[config.mk]
export PLATFORM = sky130hd
export DESIGN_NAME = pdma_read_engine
export DESIGN_NICKNAME = d
export VERILOG_FILES = /design/src/rtl/pdma_pkg.sv /design/src/rtl/pdma_drq_sync.sv /design/src/rtl/pdma_win_decode.sv /design/src/rtl/pdma_hs_seq.sv /design/src/rtl/pdma_read_engine.sv
export SDC_FILE = /design/constraint.sdc
export NUM_CORES = 1
export LEC_CHECK = 0
export BUFFER_PORTS_ARGS = -buffer_cell sky130_fd_sc_hd__buf_4
export CORE_UTILIZATION = 35
export CTS_CLUSTER_DIAMETER = 80
export DETAILED_ROUTE_END_ITERATION = 6
export HOLD_SLACK_MARGIN = 0.08
export PLACE_DENSITY_LB_ADDON = 0.1
export SLEW_MARGIN = 20
export SYNTH_ARGS = -nofsm -noshare
export SYNTH_HDL_FRONTEND = slang
export SYNTH_SLANG_ARGS = --single-unit
[constraint.sdc]
create_clock -name clk -period 5.4 [get_ports clk]
set_input_delay 1.08 -clock clk [delete_from_list [all_inputs] [get_ports clk]]
set_output_delay 1.08 -clock clk [all_outputs]
set_load 0.05 [all_outputs]
[src/rtl/pdma_pkg.sv]
package pdma_pkg;

   typedef enum logic [2:0] {
      HS_IDLE,
      HS_SETUP,
      HS_ACK,
      HS_SMP,
      HS_REL
   } hs_state_e;

   localparam int ST_DRQ  = 0;
   localparam int ST_BUSY = 1;
   localparam int ST_BLK  = 2;
   localparam int ST_UND  = 3;
   localparam int ST_USED = 4;

endpackage

[src/rtl/pdma_drq_sync.sv]
module pdma_drq_sync #(
   parameter int STAGES = 2
) (
   input  logic clk,
   input  logic rst_n,
   input  logic drq_raw,
   output logic drq_s
);

   generate
      if (STAGES == 0) begin : g_direct
         assign drq_s = drq_raw;
      end else begin : g_chain
         logic [STAGES-1:0] sh;
         always_ff @(posedge clk) begin
            if (!rst_n) begin
               sh <= '0;
            end else begin
               sh[0] <= drq_raw;
               for (int i = 1; i < STAGES; i++) begin
                  sh[i] <= sh[i-1];
               end
            end
         end
         assign drq_s = sh[STAGES-1];
      end
   endgenerate

endmodule

[src/rtl/pdma_win_decode.sv]
module pdma_win_decode #(
   parameter int               ADDR_W   = 16,
   parameter logic [ADDR_W-1:0] WIN_BASE = 16'hDE40
) (
   input  logic [ADDR_W-1:0] addr,
   output logic              hit_data,
   output logic              hit_stat
);

   logic in_win;

   assign in_win   = (addr[ADDR_W-1:1] == WIN_BASE[ADDR_W-1:1]);
   assign hit_data = in_win && !addr[0];
   assign hit_stat = in_win &&  addr[0];

endmodule

[src/rtl/pdma_hs_seq.sv]
module pdma_hs_seq
   import pdma_pkg::*;
#(
   parameter int PHASE_CYC = 2
) (
   input  logic clk,
   input  logic rst_n,
   input  logic start,
   output logic ior_n,
   output logic dack_n,
   output logic busy,
   output logic cap_en,
   output logic done
);

   localparam int CNT_W = $clog2(PHASE_CYC + 1);
   localparam logic [CNT_W-1:0] CNT_LAST = CNT_W'(PHASE_CYC - 1);

   hs_state_e        state;
   logic [CNT_W-1:0] cnt;
   logic             phase_end;

   assign phase_end = (cnt == CNT_LAST);

   always_ff @(posedge clk) begin
      if (!rst_n) begin
         state <= HS_IDLE;
         cnt   <= '0;
      end else begin
         case (state)
            HS_IDLE: begin
               cnt <= '0;
               if (start) state <= HS_SETUP;
            end
            HS_SETUP, HS_ACK, HS_SMP, HS_REL: begin
               if (phase_end) begin
                  cnt <= '0;
                  case (state)
                     HS_SETUP: state <= HS_ACK;
                     HS_ACK:   state <= HS_SMP;
                     HS_SMP:   state <= HS_REL;
                     default:  state <= HS_IDLE;
                  endcase
               end else begin
                  cnt <= cnt + 1'b1;
               end
            end
            default: begin
               state <= HS_IDLE;
               cnt   <= '0;
            end
         endcase
      end
   end

   assign busy   = (state != HS_IDLE);
   assign ior_n  = !busy;
   assign dack_n = !((state == HS_ACK) || (state == HS_SMP));
   assign cap_en = (state == HS_SMP) && phase_end;
   assign done   = (state == HS_REL) && phase_end;

endmodule

[src/rtl/pdma_read_engine.sv]
module pdma_read_engine
   import pdma_pkg::*;
#(
   parameter int                ADDR_W          = 16,
   parameter int                DATA_W          = 8,
   parameter logic [ADDR_W-1:0] WIN_BASE        = 16'hDE40,
   parameter int                PHASE_CYC       = 2,
   parameter int                DRQ_SYNC_STAGES = 2
) (
   input  logic              clk,
   input  logic              rst_n,
   input  logic [ADDR_W-1:0] cpu_addr,
   input  logic              cpu_rd,
   output logic [DATA_W-1:0] cpu_rdata,
   output logic              cpu_rdy,
   input  logic              isa_drq,
   output logic              isa_ior_n,
   output logic              isa_dack_n,
   input  logic [DATA_W-1:0] isa_data
);

   generate
      if (PHASE_CYC < 1) begin : g_bad_phase
         $error("PHASE_CYC must be at least 1");
      end
      if (DATA_W < ST_USED) begin : g_bad_width
         $error("DATA_W too narrow for the status word");
      end
      if (DRQ_SYNC_STAGES < 0 || DRQ_SYNC_STAGES > 4) begin : g_bad_sync
         $error("DRQ_SYNC_STAGES must lie in 0..4");
      end
      if (WIN_BASE[0] != 1'b0) begin : g_bad_base
         $error("WIN_BASE must be even");
      end
   endgenerate

   logic              drq_s;
   logic              hit_data;
   logic              hit_stat;
   logic              busy;
   logic              cap_en;
   logic              done;
   logic              rd_ok;
   logic              start;
   logic              blk_q;
   logic              und_q;
   logic [DATA_W-1:0] rdata_q;
   logic [DATA_W-1:0] stat_word;

   pdma_drq_sync #(.STAGES(DRQ_SYNC_STAGES)) u_sync (
      .clk     (clk),
      .rst_n   (rst_n),
      .drq_raw (isa_drq),
      .drq_s   (drq_s)
   );

   pdma_win_decode #(.ADDR_W(ADDR_W), .WIN_BASE(WIN_BASE)) u_dec (
      .addr     (cpu_addr),
      .hit_data (hit_data),
      .hit_stat (hit_stat)
   );

   assign rd_ok = cpu_rd && !busy;
   assign start = rd_ok && hit_data && drq_s;

   pdma_hs_seq #(.PHASE_CYC(PHASE_CYC)) u_seq (
      .clk    (clk),
      .rst_n  (rst_n),
      .start  (start),
      .ior_n  (isa_ior_n),
      .dack_n (isa_dack_n),
      .busy   (busy),
      .cap_en (cap_en),
      .done   (done)
   );

   always_comb begin
      stat_word          = '0;
      stat_word[ST_DRQ]  = drq_s;
      stat_word[ST_BUSY] = busy;
      stat_word[ST_BLK]  = blk_q;
      stat_word[ST_UND]  = und_q;
   end

   always_ff @(posedge clk) begin
      if (!rst_n) begin
         rdata_q <= '0;
         blk_q   <= 1'b0;
         und_q   <= 1'b0;
      end else begin
         if (cap_en) rdata_q <= isa_data;
         if (done)   blk_q   <= drq_s;
         if (rd_ok && hit_data && !drq_s) begin
            rdata_q <= '1;
            und_q   <= 1'b1;
         end
         if (rd_ok && hit_stat) begin
            rdata_q <= stat_word;
            und_q   <= 1'b0;
         end
      end
   end

   assign cpu_rdata = rdata_q;
   assign cpu_rdy   = !busy;

endmodule


==> metrics.md <==
| Metric | Value |
|---|---|
| Status | `finished, final reports clean` |
| Via density per instance | `4.95` |
| CP endpoint | `cpu_rdata[2]$_SDFFE_PN0P_` |
| Fin worst setup slack | `2.95 ns` |
| Htree depth | `1` |
| Initial antenna violation count | `0` |
| Worst r2r dst | `cpu_rdata[2]$_SDFFE_PN0P_` |
| GRT overflow | `0` |
| Crit. Startpoint | `cpu_addr[3]` |
| Clk slew on worst S/H paths | `0.11 ns` |
| Detailed placement HPWL | `1370 um` |
| Sequential Area | `340 um2` |
| Register area share after synthesis | `41.0%` |
| Slew margin rel. | `70.9%` |
| Synth Flop Type | `dfxtp_1` |
| Starting Density | `37.1%` |
| Max IR drop VDD | `0.000112 V` |
| Share of the synthesized area in the top cell type | `41.0%` |
| TritonCTS clock tree | `built` |
| Synthesized area | `830 um2` |
| Final Slew Violations | `0` |
| First-pass GRT wire length | `3140 um` |
| Reg2Reg Setup Slack | `3.37 ns` |
| Final min period | `2.45 ns` |
| Clk_lat worst skew | `0.30 ns` |
| TritonCTS Buffers | `3` |
| RSZ-0062 raised after global routing | `false` |
| Routed Wire Length | `1780 um` |
| Routed vias | `822` |
| Max cap viols | `0` |
| Resized cells post-CTS | `0` |
| Final Hold Fails | `0` |
| Highest clock rate | `408 MHz` |
| Multi-input logic area | `440 um2` |
| Distinct cells, synth | `36` |
| 1st-iter DRT viols | `6` |
| Hold-fix buffers at CTS | `0` |
| Fin util | `51.5%` |
| Maximum buffer depth of the clock tree | `2` |
| Hold Crit Class | `register to register` |
| Pwr per Cell Area | `191 nW/um2` |
| Share of layout cells above drive strength 1 | `34.1%` |
| Setup-failing EPs final | `0` |
| Critical Path End Type | `register` |
| Area growth syn-to-layout | `38.6%` |
| Antenna-violating nets left | `0` |
| DRC | `0` |
| Post-route clock skew | `0.00660 ns` |
| Syn_nets | `130` |
| Std-Cell Rows | `17` |
| Kind of critical path | `primary input to register` |
| Pre-CTS setup slack | `2.64 ns` |
| Static Leak | `0.499 nW` |
| Largest net degree at the start of global routing | `13` |
| Worst reg2reg startpoint | `u_seq.state[0]$_SDFFE_PN0P_` |
| Mapped Cells | `101` |
| Synth area leader | `dfxtp_1` |
| Vias in the first global route | `780` |
| CP required | `5.63 ns` |
| Worst setup SP type | `primary input` |
| Core ar. | `2230 um2` |
| Mean routed wirelength per cell | `10.7 um` |
| Asr flop ratio synth | `0%` |
| Yosys warnings | `0` |
| Die width | `50.7 um` |
| Setup TNS Final | `0 ns` |
| CTS root buf | `clkbuf_4` |
| RePlAce Congestion | `0.806` |
| Synth top area cells | `dfxtp_1, nand2_1, a31oi_1, a21oi_1, nor2_1` |
| ANT cells | `0` |
| Boundary Pins | `39` |
| Slew @ Worst Pin | `0.434 ns` |
| Worst EP arrival | `2.68 ns` |
| Die Height | `50.7 um` |
| Final net count | `168` |
| Total Routing Usage GR | `16.5%` |
| Setup repair bufs after CTS | `0` |
| CP Max Fanout | `6` |
| Number of synthesized flops with an enable pin | `0` |
| Die area | `2570 um2` |
| Flops & latches, synth | `17` |
| Initial DRT Pass Iterations | `4` |
| Mean Syn Cell Area | `8.21 um2` |
| Fillers | `240` |
| R2R depth | `4` |
| Clk sinks | `17` |
| Final period util | `45.4%` |
| PortBufs | `38` |
final cells by class:
class,instances,area share [%]
clock buffer,3,1.96
multi-input combinational,74,38.3
inverter,5,1.63
timing repair buffer,38,24.8
clock inverter,1,0.653
sequential,17,29.6
tap,28,3.05
how the worst min path moves through the flow:
stage | from | to | slack, ns | depth (start not counted)
floorplan | u_seq.cnt[0]$_SDFF_PP0_ | u_seq.cnt[0]$_SDFF_PP0_ | 0.40 | 1
CTS | u_seq.cnt[0]$_SDFF_PP0_ | u_seq.cnt[0]$_SDFF_PP0_ | 0.44 | 1
global route | u_seq.cnt[0]$_SDFF_PP0_ | u_seq.cnt[0]$_SDFF_PP0_ | 0.45 | 1
global placement | u_seq.cnt[0]$_SDFF_PP0_ | u_seq.cnt[0]$_SDFF_PP0_ | 0.41 | 1
detailed placement | u_seq.cnt[0]$_SDFF_PP0_ | u_seq.cnt[0]$_SDFF_PP0_ | 0.42 | 1
finish | u_seq.cnt[0]$_SDFF_PP0_ | u_seq.cnt[0]$_SDFF_PP0_ | 0.43 | 1
flip-flops by register name (all words and copies together), names as in the netlist:
name               flops
blk_q                  1
cpu_rdata              8
u_seq.cnt              2
u_seq.state            3
u_sync.g_chain.sh      2
und_q                  1
cell usage after synthesis, types with 2 or more instances:
master,number
a21o_1,2
a21oi_1,6
a31oi_1,5
and2_1,2
clkbuf_1,2
dfxtp_1,17
inv_1,5
mux2i_1,2
nand2_1,21
nand2b_1,3
nand3_1,2
nand4b_1,2
nor2_1,7
nor4_1,2
or4_4,2
worst max-delay path, stage by stage:
cell	delay, ns
buf_4	0.11
nor4b_1	0.30
nand2_1	0.12
or4_4	0.48
or4_4	0.53
o211ai_2	0.06
power by group:
| group | leakage (nW) | internal (mW) | switching [mW] | total (mW) |
|---|---|---|---|---|
| logic | 0.348 | 0.0146 | 0.00751 | 0.0221 |
| registers | 0.137 | 0.126 | 0.000347 | 0.126 |
| clock network | 0.0139 | 0.0282 | 0.0426 | 0.0708 |
stage by stage:
step	std cells	total power [mW]	hold slack, ns	area [um2]
global placement	162	0.151	0.406	1120
global route	166	0.230	0.451	1150
CTS	166	0.224	0.437	1150
floorplan	101	0.135	0.399	830
finish	166	0.219	0.433	1150
detailed placement	162	0.152	0.420	1120
cell usage in the layout (no fill, tap or decap), types with 2 or more instances in the layout:
cell type	count
nand4b_1	2
dfxtp_1	17
nor2_1	7
nor4_1	2
buf_4	38
nand2b_1	3
nand2_1	21
inv_1	5
a21oi_1	6
a21o_1	2
mux2i_1	2
clkbuf_4	3
nand3_1	2
or4_4	2
and2_1	2
a31oi_1	5
kinds of logic (layout without fill, tap and decap cells):
group                    count (synthesis)  in the layout  share of synthesized area, %
adder cells (fa/ha/maj)                  2              2                          2.71
multiplexers                             2              2                          2.41
flip-flops                              17             17                          41.0
buffers and inverters                   10             47                          5.88
AND/OR/NAND/NOR                         49             49                          31.4
AO/OA/AOI/OAI                           21             21                          16.6
layer usage:
layer / up-vias / track usage (%) / routed length [um]
met2: 32 / 26.4 / 812
met3: 4 / 6.06 / 117
met5: - / 0 / 0
met4: 0 / 7.87 / 27
met1: 360 / 19.3 / 823
li1: 426 / - / -
No activity file was read; power rests on OpenSTA's default activity.
